==> src/rtl/spi_tgt_pkg.sv <==
// Shared types for the SPI target port.
// Assumes: configuration inputs are held stable during a character.
package spi_tgt_pkg;
    typedef struct packed {
        logic four_pin;
        logic msb_first;
        logic char7;
        logic cpol;
        logic cpha;
    } spi_cfg_t;
endpackage

==> src/rtl/spi_tgt_sync.sv <==
// Multi-stage synchronizer for a vector of asynchronous inputs.
// Assumes: STAGES >= 2; each bit is treated independently.
module spi_tgt_sync #(
    parameter int                 WIDTH   = 3,
    parameter int                 STAGES  = 2,
    parameter logic [WIDTH-1:0]   RST_VAL = '0
) (
    input  logic             clk,
    input  logic             rst_n,
    input  logic [WIDTH-1:0] d,
    output logic [WIDTH-1:0] q
);
    logic [STAGES-1:0][WIDTH-1:0] stg;

    // Shift the raw inputs through the flop chain.
    always_ff @(posedge clk) begin
        if (!rst_n) begin
            for (int s = 0; s < STAGES; s++) stg[s] <= RST_VAL;
        end else begin
            stg[0] <= d;
            for (int s = 1; s < STAGES; s++) stg[s] <= stg[s-1];
        end
    end

    assign q = stg[STAGES-1];
endmodule

==> src/rtl/spi_tgt_shift.sv <==
// Bit engine: finds serial-clock edges in synchronized samples, captures
// input bits, selects the output bit and reports completed characters.
// Assumes: the local clock is >= 4x the serial clock; inputs are already synchronized.
module spi_tgt_shift
    import spi_tgt_pkg::*;
#(
    parameter int DATA_W      = 8,
    parameter int SYNC_STAGES = 2
) (
    input  logic              clk,
    input  logic              rst_n,
    input  logic              sw_rst,
    input  spi_cfg_t          cfg,
    input  logic              sclk_s,
    input  logic              mosi_s,
    input  logic              ste_s,
    input  logic [DATA_W-1:0] tx_buf,
    input  logic              tx_full,
    output logic              tx_take,
    output logic              rx_push,
    output logic [DATA_W-1:0] rx_word,
    output logic              miso,
    output logic              miso_oe
);
    localparam int CNT_W = $clog2(DATA_W + 1);
    localparam int PR_W  = $clog2(SYNC_STAGES + 1);

    logic [CNT_W-1:0]  rcnt, tptr, len, rcnt_inc, rpos, tpos;
    logic [DATA_W-1:0] rx_sh, tx_char, base;
    logic [PR_W-1:0]   prime_cnt;
    logic              sclk_d, in_char, primed, active;
    logic              edge_seen, lead, trail, samp, shft;

    assign len      = cfg.char7 ? CNT_W'(DATA_W - 1) : CNT_W'(DATA_W);
    assign active   = (!cfg.four_pin || !ste_s) && !sw_rst;
    assign primed   = (prime_cnt == PR_W'(SYNC_STAGES));
    assign edge_seen = primed && (sclk_s != sclk_d);
    assign lead     = edge_seen && (sclk_s != cfg.cpol);
    assign trail    = edge_seen && (sclk_s == cfg.cpol);
    assign samp     = cfg.cpha ? trail : lead;
    assign shft     = cfg.cpha ? lead : trail;
    assign rcnt_inc = rcnt + CNT_W'(1);
    assign rpos     = cfg.msb_first ? (len - rcnt - CNT_W'(1)) : rcnt;
    assign tpos     = cfg.msb_first ? (len - tptr - CNT_W'(1)) : tptr;

    // Build the partially received word with the current input bit inserted.
    always_comb begin
        base    = (rcnt == '0) ? '0 : rx_sh;
        rx_word = base;
        for (int i = 0; i < DATA_W; i++)
            if (CNT_W'(i) == rpos) rx_word[i] = mosi_s;
    end

    // Pick the output bit the controller will sample next.
    always_comb begin
        miso = 1'b0;
        for (int i = 0; i < DATA_W; i++)
            if (CNT_W'(i) == tpos) miso = tx_char[i];
    end

    assign miso_oe = active;
    assign rx_push = active && samp && (rcnt_inc == len);
    assign tx_take = tx_full && !in_char && (rcnt == '0) && !sw_rst;

    // Wait for the synchronizer to flush before trusting edges.
    always_ff @(posedge clk) begin
        if (!rst_n)       prime_cnt <= '0;
        else if (!primed) prime_cnt <= prime_cnt + PR_W'(1);
    end

    // Track the serial clock and the bit counters of the current character.
    always_ff @(posedge clk) begin
        if (!rst_n) begin
            sclk_d  <= 1'b0;
            rcnt    <= '0;
            tptr    <= '0;
            in_char <= 1'b0;
            rx_sh   <= '0;
        end else begin
            sclk_d <= sclk_s;
            if (!active) begin
                rcnt    <= '0;
                tptr    <= '0;
                in_char <= 1'b0;
            end else if (samp) begin
                rx_sh   <= rx_word;
                in_char <= 1'b1;
                if (rcnt_inc != len) begin
                    rcnt <= rcnt_inc;
                end else if (cfg.cpha) begin
                    rcnt    <= '0;
                    tptr    <= '0;
                    in_char <= 1'b0;
                end else begin
                    rcnt <= len;
                end
            end else if (shft) begin
                if (rcnt == len) begin
                    rcnt    <= '0;
                    tptr    <= '0;
                    in_char <= 1'b0;
                end else begin
                    if (in_char) tptr <= tptr + CNT_W'(1);
                    in_char <= 1'b1;
                end
            end
        end
    end

    // Latch the next transmit character between characters only.
    always_ff @(posedge clk) begin
        if (!rst_n)       tx_char <= '0;
        else if (tx_take) tx_char <= tx_buf;
    end
endmodule

==> src/rtl/spi_tgt_host.sv <==
// Host-side buffers and flags: transmit holding buffer, receive buffer,
// overrun detection, interrupt enables and requests.
// Assumes: rx_rd and tx_wr are single-cycle strobes.
module spi_tgt_host #(
    parameter int DATA_W = 8
) (
    input  logic              clk,
    input  logic              rst_n,
    input  logic              sw_rst,
    input  logic              tx_wr,
    input  logic [DATA_W-1:0] tx_data,
    input  logic              rx_rd,
    input  logic              ie_wr,
    input  logic              ie_rx_d,
    input  logic              ie_tx_d,
    input  logic              tx_take,
    input  logic              rx_push,
    input  logic [DATA_W-1:0] rx_word,
    output logic [DATA_W-1:0] tx_buf,
    output logic              tx_full,
    output logic [DATA_W-1:0] rx_data,
    output logic              rx_ready,
    output logic              tx_ready,
    output logic              ovr_err,
    output logic              irq_rx,
    output logic              irq_tx
);
    logic ie_rx, ie_tx;

    // Transmit holding buffer and its occupancy.
    always_ff @(posedge clk) begin
        if (!rst_n) begin
            tx_buf  <= '0;
            tx_full <= 1'b0;
        end else if (sw_rst) begin
            tx_full <= 1'b0;
        end else if (tx_wr) begin
            tx_buf  <= tx_data;
            tx_full <= 1'b1;
        end else if (tx_take) begin
            tx_full <= 1'b0;
        end
    end

    // Receive buffer, ready flag and overrun flag.
    always_ff @(posedge clk) begin
        if (!rst_n || sw_rst) begin
            if (!rst_n) rx_data <= '0;
            rx_ready <= 1'b0;
            ovr_err  <= 1'b0;
        end else if (rx_push) begin
            rx_data  <= rx_word;
            rx_ready <= 1'b1;
            ovr_err  <= rx_ready && !rx_rd;
        end else if (rx_rd) begin
            rx_ready <= 1'b0;
            ovr_err  <= 1'b0;
        end
    end

    // Interrupt enable register.
    always_ff @(posedge clk) begin
        if (!rst_n || sw_rst) begin
            ie_rx <= 1'b0;
            ie_tx <= 1'b0;
        end else if (ie_wr) begin
            ie_rx <= ie_rx_d;
            ie_tx <= ie_tx_d;
        end
    end

    assign tx_ready = !tx_full;
    assign irq_rx   = rx_ready && ie_rx;
    assign irq_tx   = tx_ready && ie_tx;
endmodule

==> src/rtl/spi_target_ovr.sv <==
// SPI target port top: synchronizes the serial pins, runs the bit engine and
// exposes the host buffers and flags.
// Assumes: clk is at least 4x the serial clock; configuration changes under sw_rst.
module spi_target_ovr
    import spi_tgt_pkg::*;
#(
    parameter int DATA_W      = 8,
    parameter int SYNC_STAGES = 2
) (
    input  logic              clk,
    input  logic              rst_n,
    input  logic              sw_rst,
    input  logic              four_pin,
    input  logic              msb_first,
    input  logic              char7,
    input  logic              cpol,
    input  logic              cpha,
    input  logic              tx_wr,
    input  logic [DATA_W-1:0] tx_data,
    input  logic              rx_rd,
    input  logic              ie_wr,
    input  logic              ie_rx_d,
    input  logic              ie_tx_d,
    input  logic              sclk,
    input  logic              mosi,
    input  logic              ste_n,
    output logic              miso,
    output logic              miso_oe,
    output logic [DATA_W-1:0] rx_data,
    output logic              rx_ready,
    output logic              tx_ready,
    output logic              ovr_err,
    output logic              irq_rx,
    output logic              irq_tx
);
    spi_cfg_t          cfg;
    logic [2:0]        pins_s;
    logic              sclk_s, mosi_s, ste_s;
    logic [DATA_W-1:0] tx_buf, rx_word;
    logic              tx_full, tx_take, rx_push;

    assign cfg = '{four_pin: four_pin, msb_first: msb_first, char7: char7,
                   cpol: cpol, cpha: cpha};

    spi_tgt_sync #(.WIDTH(3), .STAGES(SYNC_STAGES), .RST_VAL(3'b100)) sync_i (
        .clk(clk), .rst_n(rst_n), .d({ste_n, mosi, sclk}), .q(pins_s)
    );
    assign {ste_s, mosi_s, sclk_s} = pins_s;

    spi_tgt_shift #(.DATA_W(DATA_W), .SYNC_STAGES(SYNC_STAGES)) shift_i (
        .clk(clk), .rst_n(rst_n), .sw_rst(sw_rst), .cfg(cfg),
        .sclk_s(sclk_s), .mosi_s(mosi_s), .ste_s(ste_s),
        .tx_buf(tx_buf), .tx_full(tx_full), .tx_take(tx_take),
        .rx_push(rx_push), .rx_word(rx_word), .miso(miso), .miso_oe(miso_oe)
    );

    spi_tgt_host #(.DATA_W(DATA_W)) host_i (
        .clk(clk), .rst_n(rst_n), .sw_rst(sw_rst),
        .tx_wr(tx_wr), .tx_data(tx_data), .rx_rd(rx_rd),
        .ie_wr(ie_wr), .ie_rx_d(ie_rx_d), .ie_tx_d(ie_tx_d),
        .tx_take(tx_take), .rx_push(rx_push), .rx_word(rx_word),
        .tx_buf(tx_buf), .tx_full(tx_full), .rx_data(rx_data),
        .rx_ready(rx_ready), .tx_ready(tx_ready), .ovr_err(ovr_err),
        .irq_rx(irq_rx), .irq_tx(irq_tx)
    );
endmodule

==> config.mk <==
export PLATFORM = sky130hd
export DESIGN_NAME = spi_target_ovr
export DESIGN_NICKNAME = d
export VERILOG_FILES = /design/src/rtl/spi_tgt_pkg.sv /design/src/rtl/spi_tgt_sync.sv /design/src/rtl/spi_tgt_shift.sv /design/src/rtl/spi_tgt_host.sv /design/src/rtl/spi_target_ovr.sv
export SDC_FILE = /design/constraint.sdc
export NUM_CORES = 1
export LEC_CHECK = 0
export BUFFER_PORTS_ARGS = -buffer_cell sky130_fd_sc_hd__buf_2
export CAP_MARGIN = 20
export CORE_MARGIN = 5
export CORE_UTILIZATION = 53
export CTS_BUF_LIST = sky130_fd_sc_hd__clkbuf_16
export DETAILED_ROUTE_END_ITERATION = 8
export PLACE_DENSITY = 0.88
export SLEW_MARGIN = 10
export SYNTH_ARGS = -nofsm -noshare
export SYNTH_HDL_FRONTEND = slang
export SYNTH_SLANG_ARGS = --single-unit
==> constraint.sdc <==
create_clock -name clk -period 2.35 [get_ports clk]
set_input_delay 0.47 -clock clk [delete_from_list [all_inputs] [get_ports clk]]
set_output_delay 0.47 -clock clk [all_outputs]
set_load 0.05 [all_outputs]
# == Yosys cells after proc, flatten, opt, wreduce, memory -nomap -nowiden ==
# Cells that the tools add are included.
# word_totals
ff_bits,55
output_inout_bits,15
elab_cells,132
# op_classes
add_sub_neg,7
n_eq_ne,24
mux,46
bitwise,2
reduce_logical,37
# ops
operator,n
$mux W4,14
$eq A3 B4 Y1 const A,8
$mux W8,4
$mux W1,28
$eq A2 B4 Y1 const A,4
$logic_and A1 B1 Y1,12
$logic_not A4 Y1,3
$reduce_and A2 Y1,5
$reduce_bool A2 Y1,5
$add A4 B1 Y4 const B,2
$eq A1 B4 Y1 const A,2
$eq A4 B4 Y1,2
$sub A4 B1 Y4 const B,2
$sub A4 B4 Y4,2
$logic_not A1 Y1,7
$ne A2 B2 Y1 const B,3
$ne A4 B4 Y1,1
$reduce_and A4 Y1,1
$reduce_bool A3 Y1,1
$add A2 B1 Y2 const B,1
$eq A2 B2 Y1 const B,1
$logic_or A1 B1 Y1,2
$ne A1 B1 Y1,2
$not A1 Y1,2
2 further kinds,2

# == Depth between registers and ports, before layout ==
# Gate-level depths: netlist of the first run.
# logic_depth
word_depth,13
mapped_depth,9
depth_no_buf,9

# == Hierarchy ==
# A second synthesis of the first run with hierarchy kept.
# unflattened
hier_cells,355
area_unflattened_um2,3120.5
# by_module_without_submodules
mod,instances,cells_each,area_per_inst_um2,seq_area_each_um2
spi_tgt_shift,1,266,2112.0,560.5
spi_tgt_host,1,74,828.3,500.5
spi_tgt_sync,1,15,180.2,120.1

# == Worst setup path before layout of the first run ==
# No wires, ideal clock.
# synth_timing
path_kind,input port to output port
start,input port char7
end,output port miso
arrival_time_ns,2.319
required_time_ns,1.880
path_slack_ns,-0.439
path_stages,6
n_path_buf,0
path_cell_list,ha_1 > fa_1 > mux2i_1 > mux4_2 > mux2i_1 > a21oi_1
# synth_between
elab_chain_cells,13
elab_cells_between_ends,20
# synth_rtl
element,line_no,rtl
"start, declared",spi_target_ovr.sv:15,"input logic char7,"
$mux W4 (*),spi_tgt_shift.sv:34,assign len = cfg.char7 ? CNT_W'(DATA_W - 1) : CNT_W'(DATA_W);
$sub A4 B4 Y4 (*),spi_tgt_shift.sv:44,assign tpos = cfg.msb_first ? (len - tptr - CNT_W'(1)) : tptr;
$sub A4 B1 Y4 (*),spi_tgt_shift.sv:44,
$mux W4 (*),spi_tgt_shift.sv:44,
$logic_not A4 Y1,spi_tgt_shift.sv:58,if (CNT_W'(i) == tpos) miso = tx_char[i];
$mux W1 (7 in series),spi_tgt_shift.sv:58,
$mux W1 (*),spi_tgt_shift.sv:58,
"end, declared",spi_target_ovr.sv:27,"output logic miso,"
# Every way passes the cells marked *; elsewhere a longest branch is shown, timed or not.

# == Worst setup path in the final report of the first run ==
# layout_timing
start,register shift_i.tptr[0]
end,output port miso
# layout_between
elab_chain_cells,12
elab_cells_between_ends,19
# layout_rtl
element,line_no,rtl
"start, declared",spi_tgt_shift.sv:28,"logic [CNT_W-1:0] rcnt, tptr, len, rcnt_inc, rpos, tpos;"
"start signal, assigned",spi_tgt_shift.sv:103,if (in_char) tptr <= tptr + CNT_W'(1);
$sub A4 B4 Y4,spi_tgt_shift.sv:44,
$sub A4 B1 Y4,spi_tgt_shift.sv:44,
$mux W4 (*),spi_tgt_shift.sv:44,
$logic_not A4 Y1,spi_tgt_shift.sv:58,
$mux W1 (7 in series),spi_tgt_shift.sv:58,
$mux W1 (*),spi_tgt_shift.sv:58,
# Marks and branches as above.

==> results of run 1 <==
[cells in the mapped netlist, types with 2 or more instances]
cell type	number	area, µm²
nor2_1	12	45.0
o22ai_1	3	18.8
a211oi_1	2	15.0
fa_1	2	40.0
mux4_2	2	45.0
nand2_1	39	146
xnor2_1	6	52.6
dfxtp_1	47	941
ha_1	10	125
a211o_1	5	43.8
o31ai_1	3	22.5
nor2b_1	22	138
a311o_1	4	40.0
o32ai_1	5	43.8
nor3_1	3	15.0
nor4_1	3	18.8
nand3b_1	4	30.0
and3_1	3	18.8
clkbuf_1	8	30.0
mux2i_1	31	310
o211ai_1	8	60.1
a21oi_1	17	85.1
and2_1	11	68.8
a22oi_1	4	30.0
a31oi_1	7	43.8
and3b_1	2	17.5
nand3_1	5	25.0
a21o_1	4	30.0
o21ai_0	6	30.0
edfxtp_1	8	240
nand2b_1	4	25.0
or3b_2	2	17.5
buf_2	3	15.0
inv_1	12	45.0
[registers in the layout (all words and copies together) (netlist names), 2 cells and up]
register,cells
host_i.rx_data,8
host_i.tx_buf,8
shift_i.rx_sh,8
shift_i.tx_char,8
shift_i.rcnt,4
shift_i.tptr,4
sync_i.q,3
sync_i.stg,3
shift_i.prime_cnt,2
[final cells by class]
| type | instances | share of cell area (%) |
|---|---|---|
| clock buffers | 5 | 2.87 |
| clock inverters | 3 | 0.546 |
| inverters | 12 | 1.03 |
| multi-input cells | 258 | 51.1 |
| flip-flops and latches | 55 | 27.2 |
| well taps | 75 | 2.15 |
| repair buffers | 89 | 15.1 |
[how the worst max path moves through the flow]
stage	depth (start not counted)	slack [ns]	endpoint	startpoint
global placement	9	-0.39	host_i.rx_data[1]	char7
finish	8	-0.48	miso	shift_i.tptr[0]
detailed placement	10	-0.50	shift_i.rx_sh[1]	char7
global route	8	-0.51	miso	shift_i.tptr[0]
floorplan	6	-0.14	miso	char7
CTS	8	-0.35	miso	shift_i.tptr[0]
[report_power, final]
part | internal (mW) | switching (mW)
Combinational | 0.193 | 0.233
Clock | 0.402 | 0.366
Sequential | 0.987 | 0.0204
Total | 1.58 | 0.620
[critical path, stage by stage (launching register included)]
cell     delay, ns
dfxtp_2       0.35
inv_2         0.04
ha_2          0.18
fa_1          0.48
mux2i_2       0.25
mux4_2        0.37
mux2i_2       0.19
a21oi_2       0.06
buf_6         0.15
[metrics by stage]
| step | cell area [µm²] | TNS (ns) |
|---|---|---|
| floorplan | 3290 | -0.138 |
| detailed placement | 3830 | -7.31 |
| CTS | 4110 | -0.352 |
| finish | 4360 | -2.94 |
| global placement | 3830 | -5.62 |
| global route | 4360 | -4.12 |
[what timing repair did]
action                     CTS  global route
setup endpoints to repair   15            24
setup buffers                1            11
gates resized for setup     21            40
pin swaps                    2            29
[layer usage]
layer | GRT usage, % | vias to the layer above | share of wire (%)
li1 | - | 1410 | -
met3 | 4.33 | 39 | 6.6
met5 | 0 | - | 0
met1 | 27.1 | 1464 | 38
met4 | 7.53 | 0 | 4.0
met2 | 40.9 | 172 | 51
[kinds of logic after synthesis]
| logic type | after synthesis |
|---|---|
| compound gates | 81 |
| xor+xnor | 8 |
| fa+ha+maj | 12 |
| buf+inv | 25 |
| flops | 55 |
| mux | 34 |
| simple gates | 123 |
==> reports/qor.txt, run 1 <==
Overall Global Routing Usage -> 22.8%
Later-pin clock latency in the skew report -> 0.30 ns
Path depth of the worst reg2reg path -> 11
Die area -> 7730 µm²
EDFF count, synth -> 8
Leakage -> 1.69 nW
WHS Path Cells -> 2
Core area -> 5920 µm²
Worst-Margin Slew -> 0.492 ns
Worst min-delay path class -> primary input to flip-flop
Gr ovfl total -> 0
Tcrit/Tclk final -> 120%
I/O Pins -> 39
Sequential cell area -> 1180 µm²
CTS Buf Count -> 5
Power Dens Cells -> 506 nW/µm²
Reg-to-Reg Start -> shift_i.rcnt[0]
Crit end category -> output port
Post-synth net total -> 374
Nets -> 457
Chip Height -> 87.9 µm
Main synth FF type -> dfxtp_1
Root Driver -> clkbuf_16
HPWL Detailed -> 6.00 mm
Drt wl/cell -> 19.4 µm
Proportion of synthesized area in mux cells -> 11.5%
Gpl congestion -> 0.979
Fin cells -> 497
Slew Limit Fails -> 0
N_diodes -> 0
Post-synthesis adder-cell area fraction -> 5.13%
Syn_area_per_cell -> 9.52 µm²
Worst hold margin -> 0.371 ns
Finished Core Util -> 73.6%
Worst vdd ir -> 0.357 mV
Hold Crit Endpoint -> sync_i.stg[2]
Initial antenna violation count -> 0
Maxcap violations -> 0
Startpoint types -> flip-flop
Cells after DPL -> 478
Post-route DRC -> 0
Row count -> 28
Worst setup path class -> flip-flop to output port
Outcome -> finished with violations
Final Skew -> 0.00690 ns
Post-synthesis xor/xnor area fraction -> 2.41%
Drt pass-1 iters -> 5
Sequential fraction of the synthesis area -> 36.7%
DRT antenna net count -> 0
Hold Startpoint -> ste_n
FILL cells -> 375
Syn Inst Count -> 338
PortBufs -> 38
CTS Buffer Depth -> 2
RSZ-0062 raised after global routing -> yes
Final WS setup -> -0.481 ns
Htree depth -> 2
WP data required -> 1.88 ns
DIE WIDTH -> 87.9 µm
Fmax -> 353 MHz
Rel. slew slack -> 67.2%
Failing checks -> negative setup slack
Synth Cell Area -> 3220 µm²
Critical path data arrival time -> 2.36 ns
Hold Buf Count CTS -> 0
Largest family of logic cells by synthesized area -> simple AND/OR/NAND/NOR gates
DR iter-0 viols -> 235
Setup slack, reg-to-reg -> -0.04 ns
R2r endpoint -> host_i.rx_data[3]
Vias -> 3085
Post-synth ARST share -> 0%
Hold Vio Cnt, Final -> 0
Area occupied by multi-input gates -> 2230 µm²
Dpl ws -> -0.497 ns
Largest net degree at the start of global routing -> 31
Flop and latch count out of synthesis -> 55
DR vias/cell -> 6.21
Final WL -> 9.63 mm
CP max FO -> 2
Total power after layout -> 2.20 mW
Leading cell type in the layout, fill and taps excluded -> dfxtp_1
Layout cells sized above 1 -> 37.0%
CTS tree -> done
YS warnings -> 0
First-pass GRT wire length -> 14.0 mm
Clock Sinks -> 55
Vias in the first global route -> 3042
Min Clock Period, post-route -> 2.83 ns
Synth Area in Compound Gates -> 19.0%
Initial core utilization -> 54.4%
Most frequent cells in the layout -> dfxtp_1, nand2_1, buf_2
Synth Area in Simple Gates -> 22.1%
Final setup violating endpoints -> 17
Layout area overhead -> 35.3%
Synth cell types -> 65
Clock Pin Slew Worst Setup and Hold Paths -> 0.07 ns
Note: power is estimated with default switching activity, not from simulation.
==> inputs of run 2 (changes only) <==
GPL_TIMING_DRIVEN = 0   (was unset)
==> reports/qor.txt, run 2 (same netlist as run 1, synthesis figures left out) <==
Outcome -> finished with violations
Failing checks -> negative setup slack
Sw Share -> 27.8%
Combinational power share -> 17.4%
Final WL -> 8.17 mm
CTS Buffer Depth -> 2
Part of the power in the clock network -> 35.8%
Setup slack, reg-to-reg -> 0.03 ns
Rel. slew slack -> 37.3%
I/O Pins -> 39
Finished Core Util -> 69.0%
Initial antenna violation count -> 0
Drt wl/cell -> 17.3 µm
CTS tree -> done
Worst setup path class -> flip-flop to output port
Startpoint types -> flip-flop
Nets -> 433
Die area -> 7730 µm²
Row count -> 28
DRT antenna net count -> 0
Power Dens Cells -> 524 nW/µm²
Vias in the first global route -> 2900
Hold Vio Cnt, Final -> 0
WP data required -> 1.88 ns
DIE WIDTH -> 87.9 µm
Worst min-delay path class -> primary input to flip-flop
DR iter-0 viols -> 226
Final Skew -> 0.00350 ns
Fin cells -> 473
Layout area overhead -> 26.9%
DR vias/cell -> 6.03
Worst hold margin -> 0.365 ns
Initial core utilization -> 54.4%
Dpl ws -> -0.561 ns
Drt pass-1 iters -> 4
Fmax -> 362 MHz
Vias -> 2854
Min Clock Period, post-route -> 2.77 ns
Overall Global Routing Usage -> 21.8%
Chip Height -> 87.9 µm
Int Power -> 1.55 mW
CTS Buf Count -> 5
Tcrit/Tclk final -> 118%
Gr ovfl total -> 0
Seq pwr share -> 46.9%
Critical path data arrival time -> 2.30 ns
PortBufs -> 38
Clock Sinks -> 55
Most frequent cells in the layout -> dfxtp_1, nand2_1, buf_2
HPWL Detailed -> 5.50 mm
Slew Limit Fails -> 0
Clock Pin Slew Worst Setup and Hold Paths -> 0.07 ns
Core area -> 5920 µm²
N_diodes -> 0
NetSw -> 0.595 mW
CP max FO -> 2
Worst vdd ir -> 0.453 mV
Final WS setup -> -0.416 ns
Leading cell type in the layout, fill and taps excluded -> dfxtp_1
Maxcap violations -> 0
Largest net degree at the start of global routing -> 20
Htree depth -> 2
Post-route DRC -> 0
Leakage -> 1.52 nW
Layout cells sized above 1 -> 31.2%
First-pass GRT wire length -> 13.5 mm
Cells after DPL -> 451
RSZ-0062 raised after global routing -> yes
Crit end category -> output port
Later-pin clock latency in the skew report -> 0.29 ns
Gpl congestion -> 0.917
Final setup violating endpoints -> 1
Worst-Margin Slew -> 0.932 ns
Root Driver -> clkbuf_16
==> run 2: area by class of cell <==
class | instances | area (µm²)
Multi-Input combinational cell | 258 | 2200
Fill cell | 414 | 1830
Sequential cell | 55 | 1200
Timing Repair Buffer | 52 | 324
Clock buffer | 5 | 125
Tap cell | 75 | 93.8
Buffer | 13 | 66.3
Inverter | 12 | 52.6
Clock inverter | 3 | 27.5
==> run 2: worst paths after layout <==
check                       start                end  cells past startpoint
setup / recovery  shift_i.tptr[0]               miso                      8
setup reg to reg  shift_i.rcnt[0]  host_i.rx_data[3]                     10
hold / removal              ste_n      sync_i.stg[2]                      2
hold reg to reg     sync_i.stg[2]        sync_i.q[2]                      1
==> run 2: metrics by stage <==
| stage | instance area, µm² | total power, mW | setup TNS, ns |
|---|---|---|---|
| after global routing | 4090 | 2.25 | -0.881 |
| after detailed placement | 3580 | 1.34 | -9.88 |
| final | 4090 | 2.14 | -0.416 |
| after floorplan | 3290 | 1.26 | -0.138 |
| after global placement | 3580 | 1.32 | -7.54 |
| after CTS | 3980 | 2.14 | -0.423 |
==> run 2: timing repair <==
item,in CTS,in global routing
hold buffers,0,0
endpoints found under the setup margin,29,24
buffers inserted,8,7
gates cloned,0,0
resized for setup,38,20
pin swaps,10,15
==> run 2: per-layer routing <==
| metal | vias to the layer above | global-route usage, % | share of wire (%) |
|---|---|---|---|
| li1 | 1361 | - | - |
| met1 | 1379 | 26.0 | 40 |
| met2 | 95 | 38.5 | 52 |
| met3 | 19 | 4.89 | 5.4 |
| met4 | 0 | 7.39 | 2.3 |
| met5 | - | 0 | 0 |
==> run 2: power by group through the flow <==
| stage | clock, mW | sequential, mW | combinational, mW |
|---|---|---|---|
| after detailed placement | 0 | 1.03 | 0.310 |
| after floorplan | 0 | 1.04 | 0.212 |
| final | 0.766 | 1.00 | 0.372 |
| after global placement | 0 | 1.03 | 0.298 |
| after global routing | 0.830 | 1.01 | 0.408 |
| after CTS | 0.785 | 1.00 | 0.353 |
==> run 2: worst max-delay path, cell delays in order, from the launching register on <==
cell and delay, ns:
dfxtp_4 0.36, inv_4 0.04, ha_4 0.15, fa_1 0.44
mux2i_2 0.26, mux4_2 0.36, mux2i_1 0.17, a21oi_2 0.06
buf_6 0.15
